`config.mk`:
```
export PLATFORM = sky130hd
export DESIGN_NAME = dma_page_splitter
export DESIGN_NICKNAME = d
export VERILOG_FILES = /design/src/rtl/dps_pkg.sv /design/src/rtl/dps_desc_check.sv /design/src/rtl/dps_piece_calc.sv /design/src/rtl/dma_page_splitter.sv
export SDC_FILE = /design/constraint.sdc
export NUM_CORES = 1
export LEC_CHECK = 0
export ABC_AREA = 1
export BUFFER_PORTS_ARGS = -buffer_cell sky130_fd_sc_hd__buf_4
export CORE_MARGIN = 5
export CORE_UTILIZATION = 50
export CTS_BUF_LIST = sky130_fd_sc_hd__clkbuf_2 sky130_fd_sc_hd__clkbuf_4 sky130_fd_sc_hd__clkbuf_8
export CTS_CLUSTER_DIAMETER = 80
export DETAILED_ROUTE_END_ITERATION = 8
export PLACE_DENSITY = 0.73
export SLEW_MARGIN = 0
export SYNTH_ARGS = -nofsm -noshare
export SYNTH_HDL_FRONTEND = slang
export SYNTH_SLANG_ARGS = --single-unit
```
`constraint.sdc`:
```
create_clock -name clk -period 8.3 [get_ports clk]
set_input_delay 0.415 -clock clk [delete_from_list [all_inputs] [get_ports clk]]
set_output_delay 0.415 -clock clk [all_outputs]
set_load 0.01 [all_outputs]
```
`src/rtl/dps_pkg.sv`:
```
package dps_pkg;
  typedef enum logic {
    ST_IDLE = 1'b0,
    ST_BUSY = 1'b1
  } dps_state_e;

  localparam int WORD_BYTES = 4;
endpackage

```
`src/rtl/dps_desc_check.sv`:
```
module dps_desc_check #(
  parameter int LEN_W = 16
) (
  input  logic [1:0]       addr_lo,
  input  logic [LEN_W-1:0] len,
  output logic             ok
);
  // zero length or sub-word address/length is illegal
  always_comb begin
    ok = (len != '0) && (addr_lo == 2'b00) && (len[1:0] == 2'b00);
  end
endmodule

```
`src/rtl/dps_piece_calc.sv`:
```
module dps_piece_calc #(
  parameter int LEN_W      = 16,
  parameter int CHUNK      = 32,
  parameter int PAGE_BYTES = 4096
) (
  input  logic [$clog2(PAGE_BYTES)-1:0] page_off,
  input  logic [LEN_W-1:0]              remain,
  output logic [LEN_W-1:0]              piece
);
  localparam int PG_W = $clog2(PAGE_BYTES);
  localparam int CW   = (LEN_W > PG_W + 1) ? LEN_W : PG_W + 1;

  logic [PG_W:0] page_left;
  logic [CW-1:0] rem_x, left_x, chunk_x, m1, m2;

  // piece = min(remaining, chunk, distance to page end)
  always_comb begin
    page_left = (PG_W+1)'(PAGE_BYTES) - {1'b0, page_off};
    rem_x     = CW'(remain);
    left_x    = CW'(page_left);
    chunk_x   = CW'(CHUNK);
    m1        = (rem_x < chunk_x) ? rem_x : chunk_x;
    m2        = (m1 < left_x) ? m1 : left_x;
    piece     = LEN_W'(m2);
  end
endmodule

```
`src/rtl/dma_page_splitter.sv`:
```
module dma_page_splitter
  import dps_pkg::*;
#(
  parameter int ADDR_W      = 32,
  parameter int LEN_W       = 16,
  parameter int BURST_BYTES = 32,
  parameter int MAX_PAYLOAD = 256,
  parameter int PAGE_BYTES  = 4096
) (
  input  logic              clk,
  input  logic              rst,
  input  logic              desc_valid,
  output logic              desc_ready,
  input  logic [ADDR_W-1:0] desc_addr,
  input  logic [LEN_W-1:0]  desc_len,
  output logic              req_valid,
  input  logic              req_ready,
  output logic [ADDR_W-1:0] req_addr,
  output logic [LEN_W-1:0]  req_len,
  output logic              done,
  output logic              err
);
  localparam int CHUNK = (BURST_BYTES < MAX_PAYLOAD) ? BURST_BYTES : MAX_PAYLOAD;
  localparam int PG_W  = $clog2(PAGE_BYTES);

  dps_state_e        state;
  logic [LEN_W-1:0]  rem;
  logic              desc_fire, req_fire, last, desc_ok;
  logic [ADDR_W-1:0] next_addr, calc_addr;
  logic [LEN_W-1:0]  next_rem, calc_rem, piece;

  assign desc_ready = (state == ST_IDLE);
  assign desc_fire  = desc_valid && desc_ready;
  assign req_fire   = req_valid && req_ready;
  assign last       = (req_len == rem);
  assign done       = req_fire && last;
  assign next_addr  = req_addr + ADDR_W'(req_len);
  assign next_rem   = rem - req_len;
  assign calc_addr  = (state == ST_IDLE) ? desc_addr : next_addr;
  assign calc_rem   = (state == ST_IDLE) ? desc_len : next_rem;

  dps_desc_check #(.LEN_W(LEN_W)) chk_i (
    .addr_lo (desc_addr[1:0]),
    .len     (desc_len),
    .ok      (desc_ok)
  );

  dps_piece_calc #(
    .LEN_W      (LEN_W),
    .CHUNK      (CHUNK),
    .PAGE_BYTES (PAGE_BYTES)
  ) calc_i (
    .page_off (calc_addr[PG_W-1:0]),
    .remain   (calc_rem),
    .piece    (piece)
  );

  always_ff @(posedge clk) begin
    if (rst) begin
      state     <= ST_IDLE;
      req_valid <= 1'b0;
      req_addr  <= '0;
      req_len   <= '0;
      rem       <= '0;
      err       <= 1'b0;
    end else begin
      err <= 1'b0;
      case (state)
        ST_IDLE: begin
          if (desc_fire) begin
            if (desc_ok) begin
              state     <= ST_BUSY;
              req_valid <= 1'b1;
              req_addr  <= desc_addr;
              rem       <= desc_len;
              req_len   <= piece;
            end else begin
              err <= 1'b1;
            end
          end
        end
        ST_BUSY: begin
          if (req_fire) begin
            if (last) begin
              state     <= ST_IDLE;
              req_valid <= 1'b0;
            end else begin
              req_addr <= next_addr;
              rem      <= next_rem;
              req_len  <= piece;
            end
          end
        end
        default: state <= ST_IDLE;
      endcase
    end
  end

  // Assertions
  a_r3_len_bound: assert property (@(posedge clk) disable iff (rst)
    req_valid |-> (req_len != '0) && (int'(req_len) <= CHUNK));

  a_r4_no_page_cross: assert property (@(posedge clk) disable iff (rst)
    req_valid |-> (int'(req_addr[PG_W-1:0]) + int'(req_len) <= PAGE_BYTES));

  a_r8_word_aligned: assert property (@(posedge clk) disable iff (rst)
    req_valid |-> (req_addr[1:0] == 2'b00) && (req_len[1:0] == 2'b00));

  a_r6_hold_stall: assert property (@(posedge clk) disable iff (rst)
    (req_valid && !req_ready) |=> req_valid && $stable(req_addr) && $stable(req_len));

  a_r5_addr_advance: assert property (@(posedge clk) disable iff (rst)
    (req_fire && !done) |=> req_valid && (req_addr == $past(req_addr) + ADDR_W'($past(req_len))));

  a_r1_idle_only: assert property (@(posedge clk) disable iff (rst)
    desc_ready |-> !req_valid);

  a_r7_done_handshake: assert property (@(posedge clk) disable iff (rst)
    done |-> req_valid && req_ready);

  a_r8_err_no_req: assert property (@(posedge clk) disable iff (rst)
    err |-> !req_valid && desc_ready);
endmodule

```
==> results of run 1 <==
==> routing by layer <==
metal	routed length [um]	up-vias	global-route usage	part of all wire
met5	0	-	0	0
met4	263	0	0.0604	0.016
met3	907	22	0.0347	0.056
met2	7120	173	0.369	0.44
met1	7900	2689	0.355	0.49
li1	-	3143	-	-
==> metrics by stage <==
step           setup WS [ns]  std cells
2_1_floorplan           4.94        918
4_1_cts                 4.19       1154
5_1_grt                 3.65       1154
3_3_place_gp            4.26       1138
3_5_place_dp            4.22       1138
6_report                4.13       1154
==> cell families after synthesis <==
logic type	Yosys count	synth area share
AO/OA/AOI/OAI	186	0.182
XOR/XNOR	28	0.0431
adder cells (fa/ha/maj)	46	0.104
buffers and inverters	172	0.116
flip-flops	67	0.236
other	1	0.000659
AND/OR/NAND/NOR	412	0.319
==> worst min path at each step <==
stage,startpoint,end,slack (ns),depth (start not counted)
5_1_grt,desc_addr[20],req_addr[20],0.34,3
2_1_floorplan,rem[10],rem[10],0.47,2
4_1_cts,desc_addr[13],req_addr[13],0.34,3
3_5_place_dp,rem[11],rem[11],0.49,2
6_report,desc_addr[13],req_addr[13],0.35,3
3_3_place_gp,req_addr[21],req_addr[21],0.49,2
==> final cells by class <==
type | count | area (sq um)
Multi-Input combinational cell | 679 | 3710
Clock inverter | 7 | 124
Inverter | 142 | 533
Sequential cell | 67 | 1340
Fill cell | 1094 | 4450
Timing Repair Buffer | 107 | 803
Clock buffer | 9 | 124
Tap cell | 143 | 179
==> critical path: cells and delay by family, from the launching register on <==
| kind | cells | cell delay, ns |
|---|---|---|
| simple gates | 10 | 1.20 |
| compound gates | 4 | 1.00 |
| fa+ha+maj | 3 | 0.87 |
| flops | 1 | 0.41 |
| xor+xnor | 2 | 0.36 |
| buf+inv | 4 | 0.24 |
==> layout by cell type (no fill, tap or decap), types with 5 or more instances in the layout <==
cell type,Yosys,final
a21oi_1,85,85
a21oi_2,6,6
buf_4,0,107
clkbuf_8,0,9
conb_1,1,7
dfxtp_1,67,66
ha_1,44,44
inv_1,136,136
nand2_1,234,233
nand2_2,10,11
nand3_1,62,62
nand3b_1,5,5
nand4_1,9,9
nor2_1,47,47
nor2_2,5,5
nor3_1,15,15
nor4_1,5,5
o211ai_1,11,11
o21ai_0,62,62
o21ai_1,7,7
o21ai_2,5,5
or2_2,9,9
xnor2_1,11,11
xor2_1,17,17
==> flip-flops by register name (all words and copies together), names as in the netlist <==
name	flops
err	1
rem	16
req_addr	32
req_len	16
req_valid	1
state	1
==> power by group through the flow <==
stage / logic, mW / clock network (mW) / registers, mW
finish: 0.175 / 0.343 / 0.335
global placement: 0.171 / 0 / 0.342
CTS: 0.174 / 0.348 / 0.334
global route: 0.200 / 0.367 / 0.335
detailed placement: 0.173 / 0 / 0.342
floorplan: 0.117 / 0 / 0.342
==> flow_summary.json, run 1 <==
{
  "design.core.area_sq_um": 11300,
  "drtPass1Iterations": 5,
  "finalSetupViolations": 0,
  "tritoncts": "yes",
  "r2r_slack_ns": 4.13,
  "ys.flop_type": "dfxtp_1",
  "fin_area_sq_um": 6820,
  "htree_levels": 3,
  "cap_violations": 0,
  "final.setup.tns_ns": 0,
  "io_pins": 104,
  "drtAntennaViolNets": 0,
  "die_h_um": 117,
  "drive_gt1_frac": 0.171,
  "portBuffers": 103,
  "clock.fmax_mhz": 240,
  "p_sw_mw": 0.252,
  "critPathMaxFanout": 11,
  "fp.dieArea_sq_um": 13600,
  "power.density_nw_per_um2": 125,
  "hold_viol": 0,
  "ys_async_sr_fraction": 0,
  "ys_seq_area_frac": 0.236,
  "power.internal_mw": 0.601,
  "synth_edf_count": 0,
  "cts_resized": 0,
  "clkTransAtPathRegs_ns": 0.08,
  "crit_chain": "ha_1, inv_1, fa_1, inv_1, nand3_1, nand2_1, a21oi_1, o21ai_1, a21boi_1, xnor2_1, o21ai_0, nand3b_1, xor2_1, inv_1, ha_1, nand2_1, nor3b_1, nand2_2, nand2_2, nand2_1, nand3_1, nand2_1, inv_1",
  "fin_worst_skew_ns": 0.0126,
  "gp_congestion": 0.866,
  "path_class": "flop to flop",
  "worst_r2r_path_depth": 23,
  "cts_setup_buffers": 0,
  "cts.sinks": 67,
  "crit_arrival_ns": 4.42,
  "leakagePower_nw": 3.45,
  "yosys_warnings": 0,
  "hold_buffers": 0,
  "grt_pass1_wl_um": 26600,
  "p_clk_frac": 0.402,
  "vdd_drop_max_mv": 0.0832,
  "synthCells": 912,
  "ys_top_cells_by_count": "234 x nand2_1, 136 x inv_1, 85 x a21oi_1",
  "r2r_start": "req_len[0]",
  "rows": 39,
  "fin_crit_sh": 0.503,
  "critPathLaunch": "req_len[0]",
  "cp-endpoint": "req_len[5]",
  "drt_wl_total_um": 16200,
  "final_nets": 1104,
  "synthTopCellsByArea": "dfxtp_1 24%, nand2_1 15%, ha_1 9.7%, inv_1 9.0%, a21oi_1 7.5%",
  "critPathRequiredTime_ns": 8.54,
  "synth_seq_cells": 67,
  "root_buffer": "clkbuf_8",
  "num_vias": 6027,
  "drv_slew": 0,
  "start_util": 0.505,
  "avgRoutedWirePerCell_um": 14.0,
  "power_mw": 0.853,
  "die_x_um": 117,
  "switching_share": 0.296,
  "yosys.cell_types.count": 44,
  "slowest_stage": "o21ai_0",
  "netlist.area_leader.share": 0.236,
  "rsz0062_at_grt": "false",
  "drc_errors": 0,
  "clk_path_buf_depth": 2,
  "numCtsBuffers": 9,
  "rr_endpoint": "req_len[5]",
  "synth_most_common_cell": "nand2_1",
  "grt_pass1_vias": 5462,
  "min_period_ns": 4.17,
  "syn_avg_cell_area_sq_um": 6.24,
  "hold_class": "input port to flop",
  "cp-end-kind": "flop",
  "overflow": 0,
  "diodes": 0,
  "netlist_area_sq_um": 5690,
  "grt_antenna_before_repair": 0,
  "tightest_slew_ns": 1.03,
  "maxSlewHeadroom": 0.313,
  "grt_start_max_net_pins": 100,
  "cp-start-kind": "flop",
  "status": "complete, no violations",
  "dpl_cell_area_sq_um": 6570,
  "synth_top_area_cell": "dfxtp_1",
  "whs_ns": 0.347,
  "slowest_delay_ns": 0.50,
  "insertion_delay_ns": 0.35,
  "drt_iter0_drc": 474,
  "p_seq_frac": 0.392,
  "dpl.hpwl_um": 12200,
  "viasPerCell": 5.22,
  "grt.total_usage": 0.241,
  "pwr-share-comb": 0.205,
  "final_util": 0.605,
  "area_delta_synth_final_pct": 19.8
}
Power figures use the tool's default switching activity.
==> inputs of run 2 (changes only) <==
- PLACE_DENSITY: 0.73 -> 0.76
- clock period: 8.3 -> 3.4 ns (I/O delays scaled with it)
==> flow_summary.json, run 2 (synthesized netlist as in run 1, its figures left out) <==
{
  "clk_path_buf_depth": 2,
  "slowest_delay_ns": 0.53,
  "min-delay-start": "desc_addr[13]",
  "final.setup.tns_ns": -0.627,
  "dpl_cell_area_sq_um": 6940,
  "crit_arrival_ns": 3.77,
  "final_common_cell": "nand2_1",
  "num_vias": 6571,
  "violations": "max-slew violations, negative setup slack",
  "hold_class": "input port to flop",
  "cp-end-kind": "flop",
  "drtPass1Iterations": 5,
  "final_util": 0.692,
  "cap_violations": 0,
  "crit_top_cell": "nand2_1",
  "grt_pass1_wl_um": 28500,
  "rr_endpoint": "req_len[2]",
  "area_delta_synth_final_pct": 37.0,
  "tightest_slew_ns": 1.55,
  "status": "finished, violations left",
  "grt_antenna_before_repair": 0,
  "fp.dieArea_sq_um": 13600,
  "grt_start_max_net_pins": 42,
  "insertion_delay_ns": 0.37,
  "start_util": 0.505,
  "largest_reg_flops": 32,
  "fin_area_sq_um": 7800,
  "rows": 39,
  "cts.sinks": 67,
  "fillCellCount": 924,
  "hold_viol": 0,
  "clock.fmax_mhz": 284,
  "cp-start-kind": "flop",
  "min_to": "req_addr[13]",
  "fin_crit_sh": 1.03,
  "gp_congestion": 0.945,
  "path_class": "flop to flop",
  "instances_no_fill": 1228,
  "drive_gt1_frac": 0.312,
  "avgRoutedWirePerCell_um": 15.4,
  "hold-path-cell-count": 3,
  "r2r_start": "req_len[1]",
  "drtAntennaViolNets": 0,
  "min_period_ns": 3.52,
  "overflow": 0,
  "finalSetupViolations": 11,
  "diodes": 0,
  "design.core.area_sq_um": 11300,
  "htree_levels": 3,
  "grt_pass1_vias": 5950,
  "cp.buffers_inverters": 5,
  "reg_top3": "req_addr x32, rem x16, req_len x16",
  "die_h_um": 117,
  "maxSlewHeadroom": -0.0354,
  "final_nets": 1178,
  "final_cell_mix": "214 x nand2_1, 176 x buf_4, 128 x inv_1, 79 x a21oi_1, 58 x o21ai_0",
  "drt_iter0_drc": 612,
  "io_pins": 104,
  "leakagePower_nw": 3.83,
  "whs_ns": 0.0715,
  "critPathMaxFanout": 5,
  "drt_wl_total_um": 18900,
  "portBuffers": 103,
  "rsz0062_at_grt": "true",
  "critPathRequiredTime_ns": 3.66,
  "crit_chain": "buf_4, inv_1, fa_2, o21ai_1, inv_1, ha_2, buf_4, nand2_1, o21ai_0, nand2_1, ha_1, a21oi_2, nor3_1, a211oi_1, nand2_1, nand2_2, nand2_4, nand2_1, nand3_1, nand2_1, inv_1",
  "worst_r2r_path_depth": 21,
  "drc_errors": 0,
  "slowest_stage": "fa_2",
  "tritoncts": "yes",
  "r2r_slack_ns": -0.12,
  "die_x_um": 117,
  "numCtsBuffers": 9,
  "viasPerCell": 5.35,
  "dpl.hpwl_um": 13000,
  "root_buffer": "clkbuf_8",
  "grt.total_usage": 0.261,
  "crit_family": "adder cells",
  "power.density_nw_per_um2": 262,
  "dpl.cell_count": 1187,
  "drv_slew": 13,
  "vdd_drop_max_mv": 0.150,
  "fin_worst_skew_ns": 0.0139,
  "hold_buffers": 0,
  "clkTransAtPathRegs_ns": 0.09,
  "regMostFlops": "req_addr",
  "fin_ws_ns": -0.116
}
==> run 2: cell count changes in the layout (fill, tap and decap cells not counted), sizes merged <==
cell | previous run | this run
buf | 107 | 180
bufinv | 3 | 1
clkbuf | 9 | 10
clkinvlp | 1 | 2
nand2 | 244 | 245
==> run 2: power by group <==
group | switching [mW] | internal [mW]
Combinational | 0.300 | 0.231
Sequential | 0.0160 | 0.800
Clock | 0.352 | 0.347
Total | 0.668 | 1.38
==> run 2: how the worst max path moves through the flow <==
stage / endpoint / startpoint / cells past startpoint / slack [ns]
finish: req_len[2] / req_len[1] / 21 / -0.12
global route: req_len[5] / req_len[0] / 24 / -0.29
global placement: req_len[3] / req_addr[2] / 24 / -0.09
floorplan: req_len[0] / req_len[0] / 23 / 0.04
detailed placement: req_len[3] / req_addr[2] / 25 / -0.12
CTS: req_len[3] / req_len[3] / 24 / 0.001
==> run 2: layout make-up <==
type / instances / area, sq um / share of cell area
multi-input combinational: 680 / 4170 / 0.534
tap: 143 / 179 / 0.0229
timing repair buffer: 180 / 1370 / 0.175
clock buffer: 10 / 131 / 0.0168
sequential: 67 / 1360 / 0.174
inverter: 142 / 536 / 0.0687
clock inverter: 6 / 63.8 / 0.00818
==> run 2: stage by stage <==
stage	worst slack, ns	power, mW
after floorplan	0.0355	1.12
after global placement	-0.0919	1.28
after detailed placement	-0.118	1.28
after CTS	0.00140	1.99
after global routing	-0.289	2.15
final	-0.116	2.05
==> run 2: routing by layer <==
layer | global-route usage | up-vias | wire [um]
met2 | 0.402 | 235 | 8680
met1 | 0.370 | 3005 | 8440
met3 | 0.0399 | 43 | 1300
met4 | 0.0917 | 0 | 482
li1 | - | 3288 | -
met5 | 0 | - | 0
==> run 2: timing repair <==
item	in CTS	in global routing
gates cloned	0	1
setup endpoints to repair	13	14
pin swaps	18	53
buffers inserted	11	14
hold endpoints to repair	0	0
resized for setup	31	89
==> run 2: worst reg2reg max path, cell delays in order (launching register included) <==
cell	delay (ns)
dfxtp_2	0.37
buf_4	0.12
inv_1	0.09
fa_2	0.53
o21ai_1	0.08
inv_1	0.13
ha_2	0.23
buf_4	0.15
nand2_1	0.06
o21ai_0	0.21
nand2_1	0.17
ha_1	0.23
a21oi_2	0.14
nor3_1	0.05
a211oi_1	0.18
nand2_1	0.10
nand2_2	0.14
nand2_4	0.10
nand2_1	0.09
nand3_1	0.09
nand2_1	0.10
inv_1	0.05
==> inputs of run 3 (changes only) <==
- PLACE_DENSITY: 0.76 -> 0.72
- SYNTH_HIERARCHICAL: default -> 1
- clock period: 3.4 -> 3.8 ns (I/O delays scaled with it)
==> flow_summary.json, run 3 <==
{
  "synth_top_family_by_area": "simple AND/OR/NAND/NOR gates",
  "netlist.area_leader.share": 0.215,
  "tightest_slew_ns": 1.20,
  "synth_most_common_cell": "nand2_1",
  "root_buffer": "clkbuf_8",
  "hold_class": "input port to flop",
  "finalSetupViolations": 0,
  "pre_cts_ws_ns": -0.175,
  "grt_start_max_net_pins": 62,
  "final_common_cell": "nand2_1",
  "reg_top3": "req_addr x32, rem x16, req_len x16",
  "dpl.hpwl_um": 14800,
  "num_vias": 7111,
  "synthAdderAreaFrac": 0.0947,
  "final.setup.tns_ns": 0,
  "cp-start-kind": "flop",
  "ys_top_cells_by_count": "291 x nand2_1, 154 x inv_1, 118 x nor2_1",
  "yosys.cell_types.count": 45,
  "yosys_warnings": 6,
  "area_delta_synth_final_pct": 27.8,
  "grt_antenna_before_repair": 0,
  "vdd_drop_max_mv": 0.235,
  "synthCells": 1062,
  "drv_slew": 0,
  "crit_family": "simple AND/OR/NAND/NOR gates",
  "post_synth_and_or_nand_nor_area_fraction": 0.385,
  "clock.fmax_mhz": 273,
  "htree_levels": 3,
  "cts.sinks": 67,
  "ys_async_sr_fraction": 0,
  "insertion_delay_ns": 0.38,
  "fin_crit_sh": 0.965,
  "gp_congestion": 0.946,
  "largest_reg_flops": 32,
  "crit_chain": "ha_1, fa_2, nand2_2, nand2_2, and2_4, xnor2_4, o21ai_4, inv_1, nand3_2, nor3_4, buf_6, xor2_2, ha_1, inv_1, nor3_1, a211oi_1, nand2_2, nand2_4, buf_4, a21oi_1, o21ai_0, a21oi_1",
  "status": "complete, no violations",
  "hold_viol": 0,
  "cap_violations": 0,
  "avgRoutedWirePerCell_um": 14.4,
  "drc_errors": 0,
  "synth_seq_cells": 67,
  "fin_worst_skew_ns": 0.00991,
  "start_util": 0.515,
  "slowest_delay_ns": 0.36,
  "leakagePower_nw": 4.38,
  "netlist_area_sq_um": 6240,
  "synth_top_area_cell": "dfxtp_1",
  "slowest_stage": "fa_2",
  "dpl.cell_count": 1345,
  "clk_path_buf_depth": 2,
  "cp.buffers_inverters": 4,
  "ys.flop_type": "dfxtp_1",
  "grt_pass1_vias": 6415,
  "final_nets": 1296,
  "maxSlewHeadroom": 0.202,
  "crit_top_cell": "nand2_2",
  "synth_edf_count": 0,
  "regMostFlops": "req_addr",
  "grt_pass1_wl_um": 30900,
  "rows": 40,
  "drt_iter0_drc": 528,
  "die_x_um": 122,
  "die_h_um": 122,
  "overflow": 0,
  "power_mw": 1.96,
  "fillCellCount": 1183,
  "syn_avg_cell_area_sq_um": 5.87,
  "drtPass1Iterations": 5,
  "synth_xor_area_frac": 0.0393,
  "clkTransAtPathRegs_ns": 0.08,
  "power.density_nw_per_um2": 246,
  "multi_input_area_sq_um": 4400,
  "critPathRequiredTime_ns": 4.05,
  "diodes": 0,
  "io_pins": 104,
  "fin_ws_ns": 0.135,
  "drtAntennaViolNets": 0,
  "grt.total_usage": 0.260,
  "ys_seq_area_frac": 0.215,
  "numCtsBuffers": 9,
  "cp-end-kind": "flop",
  "viasPerCell": 5.19,
  "synthTopCellsByArea": "dfxtp_1 22%, nand2_1 18%, inv_1 9.3%, ha_1 8.8%, nand3_1 7.8%",
  "min_period_ns": 3.67,
  "synth_compound_gate_area_share": 0.141,
  "final_cell_mix": "280 x nand2_1, 151 x inv_1, 151 x buf_4, 113 x nor2_1, 94 x nand3_1",
  "seq_area_sq_um": 1350,
  "design.core.area_sq_um": 12100,
  "path_class": "flop to flop",
  "crit_arrival_ns": 3.92,
  "tritoncts": "yes",
  "fp.dieArea_sq_um": 14800,
  "critPathMaxFanout": 6,
  "instances_no_fill": 1371,
  "portBuffers": 103,
  "drive_gt1_frac": 0.204,
  "drt_wl_total_um": 19700,
  "synth.area.mux_share": 0
}
[run 3: power breakdown]
part | internal [mW] | switching, mW
clock network | 0.489 | 0.296
logic | 0.192 | 0.253
registers | 0.718 | 0.0150
total | 1.40 | 0.564
[run 3: metal layers]
metal  GRT usage  share of wire
met4      0.0609          0.020
met2       0.437           0.47
met1       0.347           0.45
met5           0              0
met3      0.0474          0.054
[run 3: layout make-up]
cell class | instances | share of cell area
sequential | 67 | 0.169
clock inverter | 4 | 0.0119
tap | 168 | 0.0264
timing repair buffer | 153 | 0.145
inverter | 158 | 0.0744
multi-input combinational | 809 | 0.552
clock buffer | 12 | 0.0207
[run 3: worst paths after layout]
path	startpoint	endpoint	slack (ns)	cells past startpoint
worst max-delay path	req_addr[0]	req_len[10]	0.13	22
worst min-delay path	rst	state	0.05	2
worst max register to register	req_addr[0]	req_len[10]	0.13	22
worst min register to register	rem[0]	rem[0]	0.47	2
[run 3: stage by stage]
stage          instance area (sq um)   util  hold WS, ns
2_1_floorplan                   6270      -        0.332
3_3_place_gp                    7370  0.609        0.440
3_5_place_dp                    7370  0.609        0.436
4_1_cts                         7640  0.631       0.0381
5_1_grt                         7970  0.658       0.0461
6_report                        7970  0.658       0.0528
[run 3: cells by family (layout without fill, tap and decap cells)]
logic type      count (synthesis)  count (layout)
compound gates                166             166
xor+xnor                       28              28
fa+ha+maj                      46              46
buf+inv                       195             327
flops                          67              67
other cells                     1              10
simple gates                  559             559
[run 3: what timing repair did]
item | CTS | global route
setup buffers | 0 | 10
hold endpoints to repair | 0 | 0
pin swaps | 0 | 19
resized for setup | 5 | 70
hold buffers | 0 | 0
endpoints found under the setup margin | 11 | 13
